### config.mk
export PLATFORM = sky130hd
export DESIGN_NAME = monitor_sense_seq
export DESIGN_NICKNAME = d
export VERILOG_FILES = /design/src/rtl/msense_pkg.sv /design/src/rtl/msense_sync.sv /design/src/rtl/msense_timer.sv /design/src/rtl/monitor_sense_seq.sv
export SDC_FILE = /design/constraint.sdc
export NUM_CORES = 1
export LEC_CHECK = 0
export BUFFER_PORTS_ARGS = -buffer_cell sky130_fd_sc_hd__buf_2
export CAP_MARGIN = 20
export CELL_PAD_IN_SITES_DETAIL_PLACEMENT = 0
export CELL_PAD_IN_SITES_GLOBAL_PLACEMENT = 2
export CORE_UTILIZATION = 36
export CTS_BUF_LIST = sky130_fd_sc_hd__clkbuf_8
export CTS_CLUSTER_SIZE = 28
export DETAILED_ROUTE_END_ITERATION = 16
export GPL_ROUTABILITY_DRIVEN = 0
export PLACE_DENSITY_LB_ADDON = 0.05
export SLEW_MARGIN = 25
export SYNTH_ARGS = -nofsm -noshare
export SYNTH_HDL_FRONTEND = slang
export SYNTH_SLANG_ARGS = --single-unit
### constraint.sdc
create_clock -name clk -period 2.19 [get_ports clk]
set_input_delay 0.219 -clock clk [delete_from_list [all_inputs] [get_ports clk]]
set_output_delay 0.219 -clock clk [all_outputs]
set_load 0.03 [all_outputs]
### src/rtl/msense_pkg.sv
package msense_pkg;

    typedef enum logic [2:0] {
        PH_IDLE,
        PH_HIGH,
        PH_FLOAT,
        PH_LOW_A,
        PH_LOW_B,
        PH_LOW_C,
        PH_DONE
    } phase_e;

    localparam int NUM_LINES = 3;
    localparam int CODE_W    = 11;

endpackage

### src/rtl/msense_sync.sv
module msense_sync #(
    parameter int W = 3
) (
    input  logic         clk,
    input  logic         rst_n,
    input  logic [W-1:0] async_i,
    output logic [W-1:0] sync_o
);
    typedef struct packed {
        logic [W-1:0] meta;
        logic [W-1:0] stable;
    } sync_t;

    sync_t st_d, st_q;

    always_comb begin
        st_d.meta   = async_i;
        st_d.stable = st_q.meta;
    end

    always_ff @(posedge clk or negedge rst_n) begin
        if (!rst_n) st_q <= '0;
        else        st_q <= st_d;
    end

    assign sync_o = st_q.stable;
endmodule

### src/rtl/msense_timer.sv
module msense_timer #(
    parameter int CW = 8
) (
    input  logic          clk,
    input  logic          rst_n,
    input  logic          load_i,
    input  logic [CW-1:0] len_i,
    output logic          zero_o
);
    logic [CW-1:0] cnt_d, cnt_q;

    always_comb begin
        if (load_i)             cnt_d = len_i;
        else if (cnt_q != '0)   cnt_d = cnt_q - 1'b1;
        else                    cnt_d = cnt_q;
    end

    always_ff @(posedge clk or negedge rst_n) begin
        if (!rst_n) cnt_q <= '0;
        else        cnt_q <= cnt_d;
    end

    assign zero_o = (cnt_q == '0);

    // an unloaded running interval counts down by exactly one per cycle
    a_r3_countdown: assert property (@(posedge clk) disable iff (!rst_n)
        (!load_i && cnt_q != '0) |=> (cnt_q == $past(cnt_q) - 1'b1));
endmodule

### src/rtl/monitor_sense_seq.sv
module monitor_sense_seq
    import msense_pkg::*;
#(
    parameter int SHORT_CYC = 20
) (
    input  logic                 clk,
    input  logic                 rst_n,
    input  logic                 start_i,
    input  logic [NUM_LINES-1:0] line_i,
    output logic [NUM_LINES-1:0] drv_en_o,
    output logic [NUM_LINES-1:0] drv_val_o,
    output logic                 done_o,
    output logic [CODE_W-1:0]    code_o
);
    localparam int LONG_CYC = 10 * SHORT_CYC;
    localparam int CW       = $clog2(LONG_CYC + 1);
    localparam logic [CW-1:0] SHORT_LEN = CW'(SHORT_CYC - 1);
    localparam logic [CW-1:0] LONG_LEN  = CW'(LONG_CYC - 1);

    localparam int LA = 0;
    localparam int LB = 1;
    localparam int LC = 2;

    typedef struct packed {
        phase_e              ph;
        logic [CODE_W-1:0]   code;
        logic                done;
    } seq_t;

    seq_t seq_d, seq_q;
    logic [NUM_LINES-1:0] lvl;
    logic                 tmr_load;
    logic [CW-1:0]        tmr_len;
    logic                 tmr_zero;

    msense_sync #(.W(NUM_LINES)) u_sync (
        .clk     (clk),
        .rst_n   (rst_n),
        .async_i (line_i),
        .sync_o  (lvl)
    );

    msense_timer #(.CW(CW)) u_timer (
        .clk    (clk),
        .rst_n  (rst_n),
        .load_i (tmr_load),
        .len_i  (tmr_len),
        .zero_o (tmr_zero)
    );

    always_comb begin
        seq_d    = seq_q;
        tmr_load = 1'b0;
        tmr_len  = LONG_LEN;
        unique case (seq_q.ph)
            PH_IDLE, PH_DONE: begin
                if (start_i) begin
                    seq_d.ph   = PH_HIGH;
                    seq_d.code = '0;
                    seq_d.done = 1'b0;
                    tmr_load   = 1'b1;
                    tmr_len    = SHORT_LEN;
                end
            end
            PH_HIGH: begin
                if (tmr_zero) begin
                    seq_d.ph = PH_FLOAT;
                    tmr_load = 1'b1;
                end
            end
            PH_FLOAT: begin
                if (tmr_zero) begin
                    seq_d.code[10] = lvl[LC];
                    seq_d.code[9]  = lvl[LB];
                    seq_d.code[8]  = lvl[LA];
                    seq_d.ph       = PH_LOW_A;
                    tmr_load       = 1'b1;
                end
            end
            PH_LOW_A: begin
                if (tmr_zero) begin
                    seq_d.code[5] = lvl[LB];
                    seq_d.code[4] = lvl[LC];
                    seq_d.ph      = PH_LOW_B;
                    tmr_load      = 1'b1;
                end
            end
            PH_LOW_B: begin
                if (tmr_zero) begin
                    seq_d.code[3] = lvl[LC];
                    seq_d.code[2] = lvl[LA];
                    seq_d.ph      = PH_LOW_C;
                    tmr_load      = 1'b1;
                end
            end
            PH_LOW_C: begin
                if (tmr_zero) begin
                    seq_d.code[1] = lvl[LA];
                    seq_d.code[0] = lvl[LB];
                    seq_d.ph      = PH_DONE;
                    seq_d.done    = 1'b1;
                end
            end
            default: seq_d.ph = PH_IDLE;
        endcase
    end

    always_ff @(posedge clk or negedge rst_n) begin
        if (!rst_n) begin
            seq_q.ph   <= PH_IDLE;
            seq_q.code <= '0;
            seq_q.done <= 1'b0;
        end else begin
            seq_q <= seq_d;
        end
    end

    always_comb begin
        drv_en_o  = '0;
        drv_val_o = '0;
        unique case (seq_q.ph)
            PH_HIGH: begin
                drv_en_o  = '1;
                drv_val_o = '1;
            end
            PH_LOW_A: drv_en_o[LA] = 1'b1;
            PH_LOW_B: drv_en_o[LB] = 1'b1;
            PH_LOW_C: drv_en_o[LC] = 1'b1;
            default: ;
        endcase
    end

    assign done_o = seq_q.done;
    assign code_o = seq_q.code;

    // outside the drive-high phase, at most one line is driven and it is driven low
    a_r5_single_low: assert property (@(posedge clk) disable iff (!rst_n)
        (drv_en_o != 3'b111) |-> ($onehot0(drv_en_o) && drv_val_o == 3'b000));

    // done only rises straight after the line-C-low phase
    a_r9_done_after_c: assert property (@(posedge clk) disable iff (!rst_n)
        $rose(done_o) |-> ($past(drv_en_o) == 3'b100));

    // while done, every driver is released
    a_r9_released: assert property (@(posedge clk) disable iff (!rst_n)
        done_o |-> (drv_en_o == 3'b000));

    // done and code hold until a start pulse
    a_r9_hold: assert property (@(posedge clk) disable iff (!rst_n)
        (done_o && !start_i) |=> (done_o && $stable(code_o)));

    // a start while done clears done on the next edge
    a_r2_restart: assert property (@(posedge clk) disable iff (!rst_n)
        (done_o && start_i) |=> (!done_o && drv_en_o == 3'b111));
endmodule

[After elaboration in Yosys (flattened, before gate mapping)]
Cells that the tools add are included.
Word-level totals
  bits in registers: 27
  input bits: 6
  output and inout port bits: 18
Operators by class
  add/subtract/negate cells: 1
  eq/ne operators: 12
  muxes and demuxes: 25
  reductions and logical operators: 18
Operator list (count)
  8-bit two-way mux: 4
  3-bit two-way mux: 6
  3-bit case mux with 6 select lines: 1
  15-bit two-way mux: 1
  2-bit != test (second input constant): 6
  3-bit case mux with 2 select lines: 2
  3-bit AND reduction: 4
  2-bit nonzero test: 5
  3-bit equality test (second input constant): 3
  8-bit zero test: 1
  2-bit case mux with 2 select lines: 2
  8-bit nonzero test: 1
  2-bit OR reduction: 4
  8-bit by 1-bit subtractor with 8-bit output (second input constant): 1
  3-bit by 2-bit equality test with 1-bit output (second input constant): 2
  6-bit two-way mux: 1
  6-bit AND reduction: 1
  1-bit two-way mux: 5
  2-bit two-way mux: 2
  4-bit OR reduction: 1
  3-bit by 1-bit equality test with 1-bit output (second input constant): 1
  3-bit zero test: 1
  1-bit case mux with 2 select lines: 1

[Logic depth before layout (Yosys ltp)]
  word-level depth: 4
  mapped depth: 7

[Hierarchy]
Synthesis repeated with hierarchy kept, for this count alone.
Second synthesis, totals
  cell total of the unflattened synthesis: 165
  area, all modules: 1491.4 um^2
Modules (own cells, without submodules)
  monitor_sense_seq: instances 1, cells an instance 105, area each 864.6 um^2, seq. area each 325.3 um^2
  msense_timer: instances 1, cells an instance 54, area each 476.7 um^2, seq. area each 200.2 um^2
  msense_sync: instances 1, cells an instance 6, area each 150.1 um^2, seq. area each 150.1 um^2

[Least setup slack after synthesis]
Ideal clock, no wire load.
  path kind: reg-to-output
  from: register seq_q[13] in the netlist's numbering
  to: output port drv_val_o[1]
  arrival time: 1.917 ns
  setup slack: 0.054 ns
  cell stages (with the launch flop): 5
  path buffers: 2
  path through: dfrtp_1 > clkbuf_1 > nor2b_1 > nor2b_1 > buf_4
Between the ends
  word-level cells in the longest chain between the ends: 2
RTL lines
  start, declared: RTL line monitor_sense_seq.sv:30  | seq_t seq_d, seq_q;
  start signal, assigned: RTL line monitor_sense_seq.sv:114  | seq_q <= seq_d;
  3-bit by 1-bit equality test with 1-bit output: RTL line monitor_sense_seq.sv:121  | unique case (seq_q.ph)
  3-bit two-way mux: RTL line monitor_sense_seq.sv:121
  end, declared: RTL line monitor_sense_seq.sv:11  | output logic [NUM_LINES-1:0] drv_val_o,
Every way passes these cells.

[Final worst setup path]
  from: register u_timer.cnt_q[0]
  to: register seq_q (netlist bit code_o[9])
Between the ends
  word-level cells in the longest chain between the ends: 3
RTL lines
  start, declared: RTL line msense_timer.sv:10  | logic [CW-1:0] cnt_d, cnt_q;
  start signal, assigned: RTL line msense_timer.sv:20  | else cnt_q <= cnt_d;
  8-bit zero test: RTL line msense_timer.sv:23  | assign zero_o = (cnt_q == '0);
  2-bit != test (no line)
  3-bit AND reduction (no line)
Every way passes these cells.
A chain may end at the register's enable or synchronous reset.

==> impl_metrics.toml <==
[worst_hold_path]
hold_start = "line_i[2]"
hold_depth = 1
hp-class = "in2reg"
whs_endpoint = "u_sync.st_d[2]$_DFF_PN0_"

[clock_network]
cts_setup_buffers = 0
cts_tree = "built"
cts_made_buffers = 3
cts.sink_count = 27
root_buffer = "clkbuf_8"
clockBufferDepth = 2
cts_htree_levels = 1
clk_latency_ns = 0.27
clkTransAtPathRegs_ns = 0.09

[critical_path]
arrival_ns = 1.99
crit_family = "simple AND/OR/NAND/NOR gates"
critPathBufInv = 1
reg2reg_slack_ns = 0.36
critPathMaxFanout = 7
path_cells = "inv_1 > ha_1 > nor3b_4 > nand2_4 > or3_1 > mux2i_1"
worstPathRequired_ns = 2.35
end_kind = "register"
r2r_cells = 6
critPathKind = "reg2reg"
max_stage_delay_ns = 0.41
cp_slowest_cell = "or3_1"
rr_startpoint = "u_timer.cnt_q[0]$_DFFE_PN0P_"
worstReg2RegEnd = "code_o[9]$_DFFE_PN0P_"
start_kind = "register"

[detailed_routing]
wl_met3_um = 88
vias = 973
route.top_layer_used = "met4"
met1_length_um = 1410
drt-pass1-iter-count = 4
route.detailed.drc = 0
ant_nets = 0
drt_iter0_markers = 33
met2_wirelength_um = 1150
routedWlPerCell_um = 13.0
drt_wl_total_um = 2670
vias_per_cell = 4.75

[timing]
tightest_slew_ns = 0.595
rsz0062_at_grt = "no"
fin_crit_sh_pct = 83.7
drv_slew = 0
fin_skew_ns = 0.00280
period_needed_ns = 1.83
slew_headroom_pct = 60.3
hold_viol_final = 0
setup_viol_count_final = 0
fin_tns_setup_ns = 0
clock.fmax_mhz = 545

[global_routing]
grt_pass1_wl_um = 4650
grt_start_max_net_pins = 28
grt_use_total_pct = 14.3
grt_overflow_total = 0
grt_antenna_before_repair = 0
grt_pass1_vias = 978

[synth]
yosys_warnings = 0
yosys.area_share.xor_xnor_pct = 3.06
synth_top_family_by_area = "simple AND/OR/NAND/NOR gates"
synth_compound_area_share_pct = 9.54
syn-cell-area_mm2 = 0.00143
ys_seq_area_share_pct = 47.3
ys_seq_elements = 27
syn_avg_cell_area_um2 = 9.85
synth.distinct_cells = 36
synth-adder-area-share_pct = 1.75
synth_simple_gate_area_share_pct = 21.0
syn_inst = 145
synthMuxAreaShare_pct = 5.60

[power]
peakVddDrop_mv = 0.837
p_leak_nw = 0.764
power_density_mw_per_mm2 = 1320

[die]
coreArea_mm2 = 0.00374
initial_core_util_pct = 38.2
rows = 22
dieArea_mm2 = 0.00423
die_y_um = 65
chipWidth_um = 65
io_pins = 24

[layout]
nets = 166
final_common_cell = "dfrtp_1"
syn2layout_area_growth_pct = 9.11
insertedDiodeCount = 0
n_fill_cell = 402
layout_common_cells = "27 x dfrtp_1, 21 x buf_2, 18 x nand2_1"
drive_above_1_share_pct = 24.2
final_util_pct = 41.6

[place]
portBuffers = 21
dp_hpwl_um = 1960

[flow_run]
drv_cap = 0

[outcome]
status = "finished, final reports clean"
-- worst register-to-register path: cells and delay by family (launching register included) --
| family | cells | cell delay, ns |
|---|---|---|
| buffers and inverters | 1 | 0.11 |
| DFF | 1 | 0.38 |
| adders and majority gates | 1 | 0.22 |
| and+or+nand+nor | 3 | 0.86 |
| muxes | 1 | 0.16 |
-- state kept, by name (all words and copies together), names as in the netlist --
register       flops
code_o             9
done_o             1
seq_q              3
u_sync.st_d        3
u_sync.sync_o      3
u_timer.cnt_q      8
-- stage by stage --
step / std cells / worst slack [ns] / area [um2] / hold slack [ns] / power, W
5_1_grt: 205 / 0.160 / 1560 / 0.0355 / 0.00222
6_report: 205 / 0.356 / 1560 / 0.0476 / 0.00206
4_1_cts: 205 / 0.156 / 1550 / 0.0406 / 0.00207
3_5_place_dp: 200 / 0.187 / 1490 / 0.269 / 0.00178
3_3_place_gp: 200 / 0.238 / 1490 / 0.264 / 0.00178
2_1_floorplan: 146 / 0.0536 / 1430 / -0.0766 / 0.00164
-- power breakdown --
part / total [W] / internal [W] / switching, W
combinational: 0.000947 / 0.000349 / 0.000597
sequential: 0.000825 / 0.000657 / 0.000168
clock: 0.000284 / 0.000129 / 0.000155
total: 0.00206 / 0.00114 / 0.000921
-- per-layer routing --
| metal | up-vias | track usage [%] |
|---|---|---|
| met1 | 467 | 20.5 |
| met2 | 18 | 22.0 |
| met3 | 2 | 2.29 |
| li1 | 486 | - |
| met5 | - | 0 |
| met4 | 0 | 4.17 |
-- how the worst max path moves through the flow --
| stage | from | end | cells past startpoint |
|---|---|---|---|
| 2_1_floorplan | seq_q[13]$_DFFE_PN0P_ | drv_val_o[1] | 4 |
| 6_report | u_timer.cnt_q[0]$_DFFE_PN0P_ | code_o[9]$_DFFE_PN0P_ | 6 |
| 5_1_grt | u_timer.cnt_q[0]$_DFFE_PN0P_ | code_o[1]$_DFFE_PN0P_ | 6 |
| 3_3_place_gp | u_timer.cnt_q[0]$_DFFE_PN0P_ | code_o[0]$_DFFE_PN0P_ | 6 |
| 4_1_cts | u_timer.cnt_q[0]$_DFFE_PN0P_ | code_o[0]$_DFFE_PN0P_ | 6 |
| 3_5_place_dp | u_timer.cnt_q[0]$_DFFE_PN0P_ | code_o[0]$_DFFE_PN0P_ | 6 |
-- synth_stat cells (all sizes together) --
master	count	share of area, %
a21oi	3	1.1
a31oi	2	0.88
dfrtp	27	47
a2111oi	1	0.61
ha	2	1.8
nor3b	2	1.8
mux2i	8	5.6
or4	1	0.53
o21ai	12	4.2
nor2b	5	2.2
a211oi	3	1.6
or2b	1	0.61
nor4bb	1	0.70
xnor2	5	3.1
buf	16	8.3
nand2	19	5.5
conb	1	0.26
nor4	1	1.5
or2	1	0.44
and2	3	1.5
o211ai	1	0.53
nand3b	1	0.53
nor2	7	1.8
and4	1	0.70
inv	10	2.6
o21ba	1	0.70
clkbuf	2	0.53
or3	2	0.88
nand3	4	1.4
nand2b	2	0.88
-- layout make-up --
type	count	area (um2)	share of cell area, %
Timing Repair Buffer	25	138	8.83
Tap cell	48	60.1	3.85
Clock buffer	3	41.3	2.65
Clock inverter	1	7.51	0.482
Inverter	10	37.5	2.41
Sequential cell	27	676	43.3
Multi-Input combinational cell	91	599	38.4
-- what timing repair did --
action                                 in CTS  in global routing
gates resized for setup                     0                  1
endpoints found under the hold margin      27                  0
hold buffers                                1                  0
setup endpoints to repair                   0                  2
-- cells by family after synthesis --
family,count (synthesis)
adders and majority gates,2
DFF,27
xor gates and xnor gates,5
other,1
muxes,8
AOI/OAI and AO/OA,23
buffers and inverters,28
and+or+nand+nor,51
Power figures use the tool's default switching activity.
